$ cat src/rtl/osd_blink_pkg.sv
package osd_blink_pkg;

   typedef enum logic [1:0] {
      DUTY_OFF  = 2'b00,
      DUTY_Q1   = 2'b01,
      DUTY_HALF = 2'b10,
      DUTY_Q3   = 2'b11
   } duty_e;

   typedef struct packed {
      logic  long_period;
      duty_e duty;
   } blink_ctrl_t;

   localparam int CTRL_W = $bits(blink_ctrl_t);

endpackage

$ cat src/rtl/osd_blink_field_ctr.sv
module osd_blink_field_ctr #(
   parameter int CNT_W = 6
) (
   input  logic             clk,
   input  logic             rst_n,
   input  logic             field_pulse,
   output logic [CNT_W-1:0] cnt
);

   always_ff @(posedge clk or negedge rst_n) begin
      if (!rst_n) begin
         cnt <= '0;
      end else if (field_pulse) begin
         cnt <= cnt + 1'b1;
      end
   end

endmodule

$ cat src/rtl/osd_blink_wave.sv
module osd_blink_wave
   import osd_blink_pkg::*;
#(
   parameter int CNT_W = 6
) (
   input  logic [CNT_W-1:0] cnt,
   input  blink_ctrl_t      ctrl,
   output logic             hide_phase
);

   localparam int LONG_SHIFT  = CNT_W - 2;
   localparam int SHORT_SHIFT = CNT_W - 3;

   generate
      if (CNT_W < 3) begin : g_bad_width
         $error("osd_blink_wave: CNT_W must be at least 3");
      end
   endgenerate

   logic [CNT_W:0] phase;
   logic [CNT_W:0] duty_x;
   logic [CNT_W:0] thresh;

   always_comb begin
      duty_x = {{(CNT_W-1){1'b0}}, ctrl.duty};
      if (ctrl.long_period) begin
         phase  = {1'b0, cnt};
         thresh = duty_x << LONG_SHIFT;
      end else begin
         phase  = {2'b00, cnt[CNT_W-2:0]};
         thresh = duty_x << SHORT_SHIFT;
      end
      hide_phase = (phase < thresh);
   end

endmodule

$ cat src/rtl/osd_blink_gate.sv
module osd_blink_gate #(
   parameter bit REG_OUT = 1'b0
) (
   input  logic clk,
   input  logic rst_n,
   input  logic hide_phase,
   input  logic attr,
   output logic char_en
);

   logic en_next;
   assign en_next = ~(attr & hide_phase);

   generate
      if (REG_OUT) begin : g_reg
         always_ff @(posedge clk or negedge rst_n) begin
            if (!rst_n) char_en <= 1'b1;
            else        char_en <= en_next;
         end
      end else begin : g_comb
         assign char_en = en_next;
      end
   endgenerate

endmodule

$ cat src/rtl/osd_blink_timer.sv
module osd_blink_timer
   import osd_blink_pkg::*;
#(
   parameter int CNT_W   = 6,
   parameter bit REG_OUT = 1'b0
) (
   input  logic       clk,
   input  logic       rst_n,
   input  logic       field_pulse,
   input  logic [2:0] blink_ctrl,
   input  logic       char_blink_attr,
   output logic       char_en
);

   generate
      if (CTRL_W != 3) begin : g_bad_ctrl
         $error("osd_blink_timer: control struct must be 3 bits");
      end
   endgenerate

   logic [CNT_W-1:0] field_cnt;
   blink_ctrl_t      ctrl_s;
   logic             hide_phase;

   assign ctrl_s.long_period = blink_ctrl[2];
   assign ctrl_s.duty        = duty_e'(blink_ctrl[1:0]);

   osd_blink_field_ctr #(.CNT_W(CNT_W)) u_ctr (
      .clk         (clk),
      .rst_n       (rst_n),
      .field_pulse (field_pulse),
      .cnt         (field_cnt)
   );

   osd_blink_wave #(.CNT_W(CNT_W)) u_wave (
      .cnt        (field_cnt),
      .ctrl       (ctrl_s),
      .hide_phase (hide_phase)
   );

   osd_blink_gate #(.REG_OUT(REG_OUT)) u_gate (
      .clk        (clk),
      .rst_n      (rst_n),
      .hide_phase (hide_phase),
      .attr       (char_blink_attr),
      .char_en    (char_en)
   );

endmodule

$ cat config.mk
export PLATFORM = sky130hd
export DESIGN_NAME = osd_blink_timer
export DESIGN_NICKNAME = d
export VERILOG_FILES = /design/src/rtl/osd_blink_pkg.sv /design/src/rtl/osd_blink_field_ctr.sv /design/src/rtl/osd_blink_wave.sv /design/src/rtl/osd_blink_gate.sv /design/src/rtl/osd_blink_timer.sv
export SDC_FILE = /design/constraint.sdc
export NUM_CORES = 1
export LEC_CHECK = 0
export ABC_CLOCK_PERIOD_IN_PS = 3600
export BUFFER_PORTS_ARGS = -buffer_cell sky130_fd_sc_hd__buf_4
export CAP_MARGIN = 0
export CORE_AREA = 2 2 39 41
export CTS_CLUSTER_DIAMETER = 150
export DETAILED_ROUTE_END_ITERATION = 7
export DIE_AREA = 0 0 41 43
export PLACE_DENSITY = 0.4
export REMOVE_ABC_BUFFERS = 1
export SYNTH_ARGS = -nofsm -noshare
export SYNTH_HDL_FRONTEND = slang
export SYNTH_SLANG_ARGS = --single-unit
$ cat constraint.sdc
create_clock -name clk -period 3.6 [get_ports clk]
set_clock_uncertainty 0.1 [all_clocks]
set_input_delay 0 -clock clk [delete_from_list [all_inputs] [get_ports clk]]
set_output_delay 0 -clock clk [all_outputs]
set_load 0.02 [all_outputs]
==> results of run 1 <==
-- critical path, stage by stage (launching register included) --
cell                      delay (ns)
sky130_fd_sc_hd__dfrtp_1        0.38
sky130_fd_sc_hd__and2_1         0.14
sky130_fd_sc_hd__ha_1           0.26
sky130_fd_sc_hd__o21ai_0        0.06
sky130_fd_sc_hd__o21ai_0        0.15
sky130_fd_sc_hd__buf_4          0.17
-- kinds of logic (layout without fill, tap and decap cells) --
group / Yosys count / in the layout
fa+ha+maj: 3 / 3
xor+xnor: 5 / 5
compound gates: 2 / 2
simple gates: 9 / 9
buf+inv: 0 / 13
mux: 2 / 2
flops: 6 / 6
-- report_power, final --
part	switching, mW	leakage, nW	total (mW)	internal [mW]
logic	0.0389	0.119	0.0942	0.0554
clock network	0.0233	0.0138	0.0609	0.0376
registers	0.0356	0.0720	0.139	0.103
total	0.0977	0.205	0.294	0.196
-- synth_stat cells --
master and number:
sky130_fd_sc_hd__nand4_2 1, sky130_fd_sc_hd__nor2b_1 1, sky130_fd_sc_hd__nand2_1 3, sky130_fd_sc_hd__nor4b_1 1, sky130_fd_sc_hd__xnor2_1 3, sky130_fd_sc_hd__mux2_2 1, sky130_fd_sc_hd__o21ai_0 2, sky130_fd_sc_hd__nor2_2 1
sky130_fd_sc_hd__ha_1 3, sky130_fd_sc_hd__xor2_1 2, sky130_fd_sc_hd__dfrtp_1 6, sky130_fd_sc_hd__mux2i_1 1, sky130_fd_sc_hd__nand4_1 1, sky130_fd_sc_hd__and2_1 1
-- layer usage --
| metal | up-vias | global-route usage (%) | wire (µm) |
|---|---|---|---|
| met1 | 118 | 8.882 | 209 |
| li1 | 121 | - | - |
| met5 | - | 0 | 0 |
| met3 | 0 | 7.853 | 36 |
| met4 | 0 | 2.000 | 0 |
| met2 | 5 | 14.69 | 292 |
-- per-stage QoR --
step / setup WS, ns / power [mW]
detailed placement: 2.333 / 0.2345
global placement: 2.376 / 0.2314
finish: 2.097 / 0.2941
CTS: 2.065 / 0.3014
global route: 1.945 / 0.3271
floorplan: 2.205 / 0.2024
-- layout make-up --
type	count	area [µm²]
timing repair buffer	10	82.58
fill	146	938.4
sequential	6	150.1
clock buffer	3	22.52
tap	16	20.02
multi-input combinational	21	170.2
-- worst max-delay path by stage --
| stage | from | end | slack [ns] |
|---|---|---|---|
| 2_1_floorplan | u_ctr.cnt[5] | char_en | 2.21 |
| 3_3_place_gp | u_ctr.cnt[4] | char_en | 2.38 |
| 3_5_place_dp | u_ctr.cnt[5] | char_en | 2.33 |
| 4_1_cts | u_ctr.cnt[5] | char_en | 2.06 |
| 5_1_grt | u_ctr.cnt[4] | char_en | 1.94 |
| 6_report | u_ctr.cnt[5] | char_en | 2.10 |
-- cells in the final DEF, fill, tap and decap left out --
cell                            instances
sky130_fd_sc_hd__dfrtp_1                6
sky130_fd_sc_hd__nor4b_1                1
sky130_fd_sc_hd__o21ai_0                2
sky130_fd_sc_hd__nand4_2                1
sky130_fd_sc_hd__clkbuf_4               3
sky130_fd_sc_hd__mux2_2                 1
sky130_fd_sc_hd__xor2_1                 2
sky130_fd_sc_hd__and2_1                 1
sky130_fd_sc_hd__nor2_2                 1
sky130_fd_sc_hd__xnor2_1                3
sky130_fd_sc_hd__nand2_1                3
sky130_fd_sc_hd__dlygate4sd3_1          3
sky130_fd_sc_hd__nand4_1                1
sky130_fd_sc_hd__buf_4                  7
sky130_fd_sc_hd__mux2i_1                1
sky130_fd_sc_hd__nor2b_1                1
sky130_fd_sc_hd__ha_1                   3
==> summary by stage, run 1 <==
Power
In this run the power density over the cells is 660.2 nW/µm². The static power due to leakage is 0.2049 nW. The worst-case vdd ir drop is 0.0002965 V.

Die
The width of the chip is 41 µm. For this configuration, the core starts out at a cell density of 23.15%. The floorplan step set the die height to 43 µm. The core outline area is 1384 µm².

The die covers 1763 µm². The initialized floorplan defines 14 standard-cell rows. For this design the top-level I/O count stands at 8.

Synth
The number of different library cells used by synthesis comes to 14. Summing the areas of all xor and xnor instances in the mapped netlist gives 13.67% of the synthesized area. The share of the yosys chip area belonging to registers is 46.88%. The cell taking the most area after synthesis is sky130_fd_sc_hd__dfrtp_1. The synthesized-area fraction occupied by adder cells is 11.72%. The fraction of synthesized cell area taken by the top area cell type is 46.88%. After Yosys synthesis, and, or, nand and nor cells account for 17.97% of the synthesized area. A synthesized cell averages 11.86 µm². The flip-flop and latch count after synthesis is 6.

The synthesized netlist devotes 3.125% of its cell area to compound gates. The mapped netlist covers 320.3 µm². In the post-synthesis netlist, the biggest area contributors are sky130_fd_sc_hd__dfrtp_1 47%, sky130_fd_sc_hd__ha_1 12%, sky130_fd_sc_hd__xnor2_1 8.2%. After synthesis, the largest family of logic cells by area is simple AND/OR/NAND/NOR gates. The gate count after technology mapping is 27. The mux contribution to synthesized area is 6.641%. The Yosys step of the flow raised 0 warnings.

Timing
The number of hold violations in the final report is 0. The clock period minus final worst setup slack is 1.503 ns. Static timing analysis puts the maximum clock frequency at 665.3 MHz. The max-slew violation total from the final report is 0. The slew at the pin with the worst max-slew slack is 0.2712 ns. In the final timing run, aggregate negative setup slack is 0 ns. In this run the tightest slew margin relative to its limit is 81.86%. The post-route fraction of the period consumed by the critical path is 41.75%.

Setup repair after global routing left no endpoint under its margin. The count of endpoints failing setup in the final report is 0. The tightest hold path in the finished design has a slack of 0.3289 ns.

CTS
In this run the clock root is driven by a sky130_fd_sc_hd__clkbuf_4. The worst-skew pair later-pin latency is 0.24 ns. The CTS clock-pin slew for the worst setup and hold paths is 0.05 ns. The total setup buffers inserted after CTS is 0. CTS built an H-tree with a depth of 1. The post-cts repair resize count is 0. The buffer levels on the longest clock path is 2. TritonCTS built the clock tree. For this design, the sink count on the clock tree is 6. The hold-fix buffer count after cts is 3. The total clock buffers created by CTS is 3.

Place
The quantity of I/O buffers inserted on ports is 7. Routability-driven placement finished with a final weighted congestion of 0.6250. Summing all placed instances gives a cell area of 392.9 µm².

In this run, placement finished with an instance count of 50.

Worst hold path
The hold path endpoint is char_en. The worst hold path begins at char_blink_attr. The path class of the tightest hold or removal check is primary input to primary output. Along the worst hold path, the cell count comes to 4.

Critical path
The endpoint identified for the worst register-to-register timing path is u_ctr.cnt[1]. The capturing element type of the critical path is a primary output. In this run the worst path has a maximum fanout of 2. The kind of launch point of the worst setup path is a flop. The startpoint identified for the worst register-to-register timing path is u_ctr.cnt[0]. The critical path is of the flop to primary output type.

At the worst endpoint, the required time is 3.50 ns. At the worst endpoint, the arrival time is 1.40 ns. The setup slack of the most critical reg-to-reg path is 2.43 ns. Counting cells, the worst reg-to-reg path comes to 2.

Flow run
Max-cap violations in this run came to 0.

Route
The per-cell routed wire length is 9.607 µm. In the routed design, unresolved DRC markers number 0. The first-pass detailed-route iteration total is 1. After the first detailed-routing iteration, the DRC count stood at 0. After detailed routing, the number of vias per cell comes to 4.357. The total length of routed wires is 538 µm. The count of nets left with antenna violations once routing finished came out at 0. The routed layout has 244 vias.

Layout
The finished cells cover 445.4 µm². The flip-flop count of the largest register after layout is 6. The final net count is 52. Leaving out filler cells and counting taps, the final layout contains 56. 0 antenna diodes ended up in the layout.

The area added between synthesis and finish is 39.06%. The utilization after layout is 32.19%. In the final layout, the registers with the most flip-flops are u_ctr.cnt x6. The share of final-layout standard cells stronger than drive strength 1 is 32.50%. The register with the most flip-flops in the final layout is u_ctr.cnt.

Global route
The first global-routing pass estimated 1041 µm of wire. The pin count of the biggest net entering global routing is 7. For this run, the total global-route usage over all layers was measured as 9.302%. The initial antenna violation count came to 0. For this run the aggregate overflow at the end of global routing stands at 0.

The via count of the first global-routing pass is 269.

Run status
The flow ran to the end, and the final reports show no timing, DRC or antenna violations.
No activity file was read; power rests on OpenSTA's default activity.
==> run 2: changes to the inputs <==
ABC_CLOCK_PERIOD_IN_PS = 1400   (was 3600)
clock period = 1.4 ns   (was 3.6 ns; I/O delays follow)
==> run 2 against run 1 <==
Compared with the run above: the flow now finishes with violations (negative setup slack); first-iteration DRC count unchanged; power rose to 3.2 times the previous value; die area unchanged; worst hold slack worse by 0.016 ns; critical path depth unchanged; sequential share of layout area down 5.9 points; worst setup slack worse by 2.1 ns; clock power up 140%.
==> summary by stage, run 2 (synthesis results as in run 1) <==
Route
The count of antenna-violating nets left after detailed routing came to 0 (unchanged). The remaining routing DRC violations came to 0 (unchanged). The number of DRC markers after the initial detailed-route iteration is 0 (unchanged). The via density per instance is 4.377 (was 4.357). The per-cell routed wire length is 11.64 µm (was 9.607 µm). The count of vias placed by the detailed router was 267 (was 244).

The total length of routed wires was 710 µm (was 538 µm). The first-pass detailed-route iteration total is 1 (unchanged).

Timing
The slew at the pin with the worst max-slew slack is 0.2839 ns (was 0.2712 ns). The worst setup margin is -0.04562 ns (was 2.097 ns). The summed negative setup slack over all endpoints is -0.04562 ns (was 0 ns). The headroom to the max-slew limit came to 80.53% (was 81.86%). The clock period minus final worst setup slack is 1.446 ns. The max-slew violation total from the final report came to 0 (unchanged). The highest clock frequency the design can meet is 691.7 MHz. RSZ-0062 raised after global routing: yes (was no). The number of hold violations in the final report is 0 (unchanged). The count of endpoints failing setup in the final report came to 1 (was 0). The post-route fraction of the period consumed by the critical path is 103.3%.

Flow run
The count of maximum capacitance violations was 0 (unchanged).

Die
The width of the chip was 41 µm (unchanged). The floorplan die area was 1763 µm² (unchanged). The I/O pin count is 8 (unchanged). The initial cell density of the core is 23.15% (unchanged).

The die boundary height is 43 µm (unchanged). The number of rows in the core area was 14 (unchanged). The core outline area is 1384 µm² (unchanged).

Worst hold path
The class of the tightest hold or removal check is primary input to primary output (unchanged). The launch instance of the worst min-delay path is char_blink_attr (unchanged).

Layout
The final design area excluding fillers is 539.3 µm² (was 445.4 µm²). Commonest cells after routing, fill and taps aside: 10 x sky130_fd_sc_hd__buf_4, 6 x sky130_fd_sc_hd__dfrtp_1, 4 x sky130_fd_sc_hd__dlygate4sd3_1 (was 7 x sky130_fd_sc_hd__buf_4, 6 x sky130_fd_sc_hd__dfrtp_1). The utilization after layout came to 38.97% (was 32.19%). The area added between synthesis and finish was 68.36% (was 39.06%). The number of non-filler instances in the completed layout is 61 (was 56). The flip-flop count of the largest register after layout is 6 (unchanged).

The count of antenna diodes in the layout is 0 (unchanged). The filler cell count is 140 (was 146). The most frequent standard cell in the layout excluding fill and tap cells is sky130_fd_sc_hd__buf_4 (unchanged). The share of final-layout standard cells stronger than drive strength 1 is 51.11% (was 32.50%).

The final net count is 57 (was 52). Top flop regs: u_ctr.cnt x6 (unchanged). The top register by number of flip-flops is u_ctr.cnt (unchanged).

Global route
The overall routing resource usage is 9.403% (was 9.302%). The leftover overflow at the end of global routing is 0 (unchanged). The initial antenna violation count was 0 (unchanged). The global-route wire length before repair is 1021 µm (was 1041 µm). The via count of the first global-routing pass is 257 (was 269).

The pin count of the biggest net entering global routing is 6 (was 7).

Critical path
The kind of launch point of the worst setup path is a flop (unchanged). The capturing element type of the critical path is a primary output (unchanged). The startpoint of the worst setup timing path is u_ctr.cnt[5] (unchanged).

The required time at the worst-slack endpoint was 1.30 ns (was 3.50 ns). The worst setup path category is flop to primary output (unchanged). The beginning of the worst register-to-register path is u_ctr.cnt[0] (unchanged). The maximum fanout along the worst path is 2 (unchanged). The arrival time reported for the critical path endpoint is 1.35 ns (was 1.40 ns).

Place
The quantity of I/O buffers inserted on ports came to 7 (unchanged). The weighted congestion reported at the end of routability-driven placement is 0.7568 (was 0.6250). The estimated wirelength of the detail-placed design is 491.9 µm. The placed standard-cell area was 392.9 µm² (unchanged). The number of placed instances, taps included is 50 (unchanged).

Power
The static power due to leakage is 0.2411 nW (was 0.2049 nW). The worst-case vdd ir drop is 0.0005708 V (was 0.0002965 V). The cell area power density was 1729 nW/µm² (was 660.2 nW/µm²).

Run status
The checks that failed: negative setup slack. Run status: finished with violations (was finished clean).

CTS
The total clock buffers created by CTS was 3 (unchanged). The root buffer cell is sky130_fd_sc_hd__clkbuf_4 (unchanged). The worst-skew pair later-pin latency is 0.24 ns (about the same). The buffer levels on the longest clock path was 2 (unchanged).

The CTS clock-pin slew for the worst setup and hold paths is 0.04 ns (was 0.05 ns). The number of H-tree levels came to 1 (unchanged). The clock tree from TritonCTS is yes (unchanged).

The number of clock sinks seen by CTS is 6 (unchanged).
==> run 2: cell types whose count changed in the layout (fill, tap and decap cells not counted), sizes merged <==
cell,previous run,this run
buf,7,11
dlygate4sd3,3,4
==> run 2: path summary, 6_finish.rpt <==
path,cells after the start,slack (ns),to
max,5,-0.05,char_en
min,4,0.31,char_en
max reg2reg,2,0.22,u_ctr.cnt[1]
min reg2reg,1,0.42,u_ctr.cnt[0]
max in group asynchronous,3,0.47,u_ctr.cnt[4]
min in group asynchronous,3,0.56,u_ctr.cnt[5]
==> run 2: metal layers <==
| metal | track usage [%] | routed length, µm | vias up | part of all wire (%) |
|---|---|---|---|---|
| met5 | 0 | 0 | - | 0 |
| met1 | 9.539 | 291 | 131 | 41 |
| met3 | 4.712 | 18 | 2 | 2.5 |
| met2 | 13.44 | 394 | 2 | 55 |
| met4 | 8.000 | 5 | 0 | 0.70 |
| li1 | - | - | 132 | - |
==> run 2: timing repair <==
item,4_1_cts,5_1_grt
resized for setup,3,8
hold buffers,4,0
hold endpoints to repair,10,0
endpoints found under the setup margin,1,1
cloned,0,0
buffers inserted,1,3
pin swaps,1,3
==> run 2: cell type report <==
| class | count | area, µm² | share of cell area [%] |
|---|---|---|---|
| clock buffers | 3 | 22.52 | 4.176 |
| flip-flops and latches | 6 | 150.1 | 27.84 |
| multi-input cells | 21 | 220.2 | 40.84 |
| repair buffers | 15 | 126.4 | 23.43 |
| well taps | 16 | 20.02 | 3.712 |
==> run 2: critical path: stages, from the launching register on <==
cell and delay [ns]:
sky130_fd_sc_hd__dfrtp_1 0.38, sky130_fd_sc_hd__and2_4 0.17, sky130_fd_sc_hd__ha_4 0.25, sky130_fd_sc_hd__o21ai_2 0.05, sky130_fd_sc_hd__o21ai_2 0.13, sky130_fd_sc_hd__buf_6 0.13
==> run 2: stage by stage <==
| step | power [mW] | worst slack [ns] | hold slack [ns] |
|---|---|---|---|
| final | 0.9325 | -0.04562 | 0.3128 |
| after detailed placement | 0.6097 | 0.07838 | -0.2888 |
| after global placement | 0.5925 | 0.1677 | -0.2871 |
| after global routing | 1.013 | -0.1169 | 0.3263 |
| after CTS | 0.8180 | -0.1121 | 0.3406 |
| after floorplan | 0.5204 | 0.005428 | -0.3956 |
==> run 2: report_power, final <==
part | total, mW | leakage (nW) | internal, mW | switching (mW)
Combinational | 0.416 | 0.155 | 0.260 | 0.156
Clock | 0.149 | 0.0138 | 0.0963 | 0.0530
Sequential | 0.367 | 0.0720 | 0.266 | 0.101
==> run 3: changes to the inputs <==
ABC_CLOCK_PERIOD_IN_PS = 1800   (was 1400)
clock period = 1.8 ns   (was 1.4 ns; I/O delays follow)
==> run 3 against run 2 <==
Compared with the run above: the flow now finishes without violations; worst hold slack improved by 0.010 ns; die area stayed put; clock-buffer cell count unchanged; combinational power is 54% lower; global-route usage increased by 0.79 points; sequential share of layout area is 5.9 points higher; critical endpoint unchanged; power down 37%; design area is 17% lower; register-to-register slack improved by 0.41 ns; utilization shrank 6.8 points; worst setup slack gained 0.30 ns.
==> summary by stage, run 3 (synthesis results as in run 1) <==
Critical path
The count of cells along the worst register-to-register path came to 2 (unchanged). The maximum fanout along the worst path is 3 (was 2). The count of cell instances traversed by the critical path is 4 (was 5). The kind of launch point of the worst setup path is a flop (unchanged). The delay of the slowest cell on the worst path is 0.40 ns (was 0.38 ns). The required time at the worst-slack endpoint is 1.70 ns (was 1.30 ns). CP cell instances: ha_1 -> nor4b_1 -> o21ai_0 -> buf_4 (was and2_4 -> ha_4 -> o21ai_2 -> o21ai_2 -> buf_6). The arrival time reported for the critical path endpoint is 1.44 ns (was 1.35 ns). The number of buffers and inverters on the critical path is 1 (unchanged). The endpoint of the worst register-to-register path is u_ctr.cnt[1] (unchanged). The critical path capture point is char_en (unchanged). The setup slack of the most critical reg-to-reg path came to 0.63 ns (was 0.22 ns). The startpoint of the worst setup timing path is u_ctr.cnt[4] (was u_ctr.cnt[5]). The cell with the biggest individual delay on the critical path is sky130_fd_sc_hd__dfrtp_1 (unchanged). The worst setup path category is flop to primary output (unchanged). The capturing element type of the critical path is a primary output (unchanged). The beginning of the worst register-to-register path is u_ctr.cnt[0] (unchanged). The gate family responsible for the most delay along the worst path is flip-flops (unchanged).

Global route
The global-route wire length before repair is 1138 µm (was 1021 µm). The pin count of the biggest net entering global routing was 7 (was 6). The via count of the first global-routing pass is 290 (was 257). The leftover overflow at the end of global routing came to 0 (unchanged). The initial antenna violation count is 0 (unchanged). The overall routing resource usage came to 10.19% (was 9.403%).

Timing
RSZ-0062 raised after global routing: no (was yes). The slew at the pin with the worst max-slew slack is 0.2902 ns (was 0.2839 ns). The final critical path takes up 85.70% of the cycle. The number of hold violations in the final report is 0 (unchanged). The clock period minus final worst setup slack is 1.543 ns. The max-slew violation total from the final report is 0 (unchanged).

The worst setup margin is 0.2574 ns (was -0.04562 ns). The smallest hold slack is 0.3231 ns (was 0.3128 ns). The headroom to the max-slew limit came to 80.38% (was 80.53%). The summed negative setup slack over all endpoints is 0 ns (was -0.04562 ns). The count of endpoints failing setup in the final report is 0 (was 1). Static timing analysis puts the maximum clock frequency at 648.3 MHz.

Layout
The top register by number of flip-flops is u_ctr.cnt (unchanged). The share of final-layout standard cells stronger than drive strength 1 is 32.50% (was 51.11%). The most frequent standard cell in the layout excluding fill and tap cells is sky130_fd_sc_hd__buf_4 (unchanged). The count of antenna diodes in the layout is 0 (unchanged).

The filler cell count is 150 (was 140). The final net count was 52 (was 57). The flip-flop count of the largest register after layout was 6 (unchanged). Commonest cells after routing, fill and taps aside: 7 x sky130_fd_sc_hd__buf_4, 6 x sky130_fd_sc_hd__dfrtp_1 (was 10 x sky130_fd_sc_hd__buf_4, 6 x sky130_fd_sc_hd__dfrtp_1, 4 x sky130_fd_sc_hd__dlygate4sd3_1). Top flop regs: u_ctr.cnt x6 (unchanged). The final design area excluding fillers is 445.4 µm² (was 539.3 µm²). The area added between synthesis and finish is 39.06% (was 68.36%).

CTS
The worst-skew pair later-pin latency was 0.24 ns (about the same). The number of H-tree levels came to 1 (unchanged). The total clock buffers created by CTS is 3 (unchanged). The root buffer cell is sky130_fd_sc_hd__clkbuf_4 (unchanged). The clock tree from TritonCTS is yes (unchanged). The total setup buffers inserted after CTS came to 0 (was 1). The number of clock sinks seen by CTS is 6 (unchanged). The buffer levels on the longest clock path is 2 (unchanged). The CTS clock-pin slew for the worst setup and hold paths was 0.04 ns (about the same).

Die
The width of the chip is 41 µm (unchanged). The core outline area is 1384 µm² (unchanged). The I/O pin count is 8 (unchanged).

The number of rows in the core area was 14 (unchanged). The floorplan die area came to 1763 µm² (unchanged). The die boundary height is 43 µm (unchanged). The initial cell density of the core is 23.15% (unchanged).

Route
The count of vias placed by the detailed router is 253 (was 267). The remaining routing DRC violations came to 0 (unchanged). The first-pass detailed-route iteration total is 2 (was 1).

The via density per instance came to 4.518 (was 4.377). The per-cell routed wire length is 10.75 µm (was 11.64 µm). The total length of routed wires is 602 µm (was 710 µm). The number of DRC markers after the initial detailed-route iteration was 1 (was 0). The count of antenna-violating nets left after detailed routing is 0 (unchanged).

Place
The estimated wirelength of the detail-placed design is 504.8 µm (was 491.9 µm). The pre-CTS setup slack came to 0.5122 ns (was 0.07838 ns). The placed standard-cell area is 392.9 µm² (unchanged). The weighted congestion reported at the end of routability-driven placement is 0.7555 (was 0.7568).

The quantity of I/O buffers inserted on ports is 7 (unchanged).

Power
The cell area power density is 1319 nW/µm² (was 1729 nW/µm²). The overall power after layout is 587.7 µW (was 932.5 µW). The worst-case vdd ir drop is 0.0005820 V (was 0.0005708 V). The static power due to leakage is 0.2049 nW (was 0.2411 nW).

Worst hold path
The class of the tightest hold or removal check is primary input to primary output (unchanged).

Run status
Run status: finished clean (was finished with violations).

Flow run
The count of maximum capacitance violations came to 0 (unchanged).
[run 3: layout make-up]
cell class | count | area (µm²) | share of cell area, %
multi-input combinational | 21 | 170.2 | 38.20
sequential | 6 | 150.1 | 33.71
timing repair buffer | 10 | 82.58 | 18.54
clock buffer | 3 | 22.52 | 5.056
tap | 16 | 20.02 | 4.494
[run 3: per-stage QoR]
stage                     instances  util [%]
after floorplan                  27         -
after global placement           50     28.39
after detailed placement         50     28.39
after CTS                        56     32.19
after global routing             56     32.19
final                            56     32.19
[run 3: metal layers]
metal  GRT usage (%)  vias to the layer above  part of all wire [%]  wire [µm]
met2           17.50                        5                    58        352
met1           8.824                      128                    36        218
met4           2.000                        0                     0          0
met3           7.853                        0                   5.0         30
met5               0                        -                     0          0
li1                -                      120                     -          -
[run 3: what timing repair did]
item / in CTS / in global routing
setup endpoints to repair: 0 / 0
hold endpoints to repair: 10 / 0
hold buffers: 3 / 0
gates resized for setup: 0 / 0
[run 3: how the worst min path moves through the flow]
stage	depth (start not counted)	slack, ns	endpoint	startpoint
final	4	0.32	char_en	char_blink_attr
after global routing	4	0.37	char_en	char_blink_attr
after CTS	4	0.33	char_en	char_blink_attr
after detailed placement	1	-0.29	u_ctr.cnt[5]	rst_n
after global placement	1	-0.29	u_ctr.cnt[5]	rst_n
after floorplan	0	-0.40	u_ctr.cnt[0]	rst_n
[run 3: power by group]
| part | switching, mW | internal (mW) | total [mW] | leakage [nW] |
|---|---|---|---|---|
| sequential | 0.0699 | 0.207 | 0.277 | 0.0720 |
| combinational | 0.0806 | 0.111 | 0.191 | 0.119 |
| clock | 0.0447 | 0.0751 | 0.120 | 0.0138 |
[run 3: worst reg2reg max path, delay by kind of cell, from the launching register on]
family	cells	cell delay [ns]
multiplexers	1	0.26
flip-flops	1	0.41
adder cells (fa/ha/maj)	1	0.30
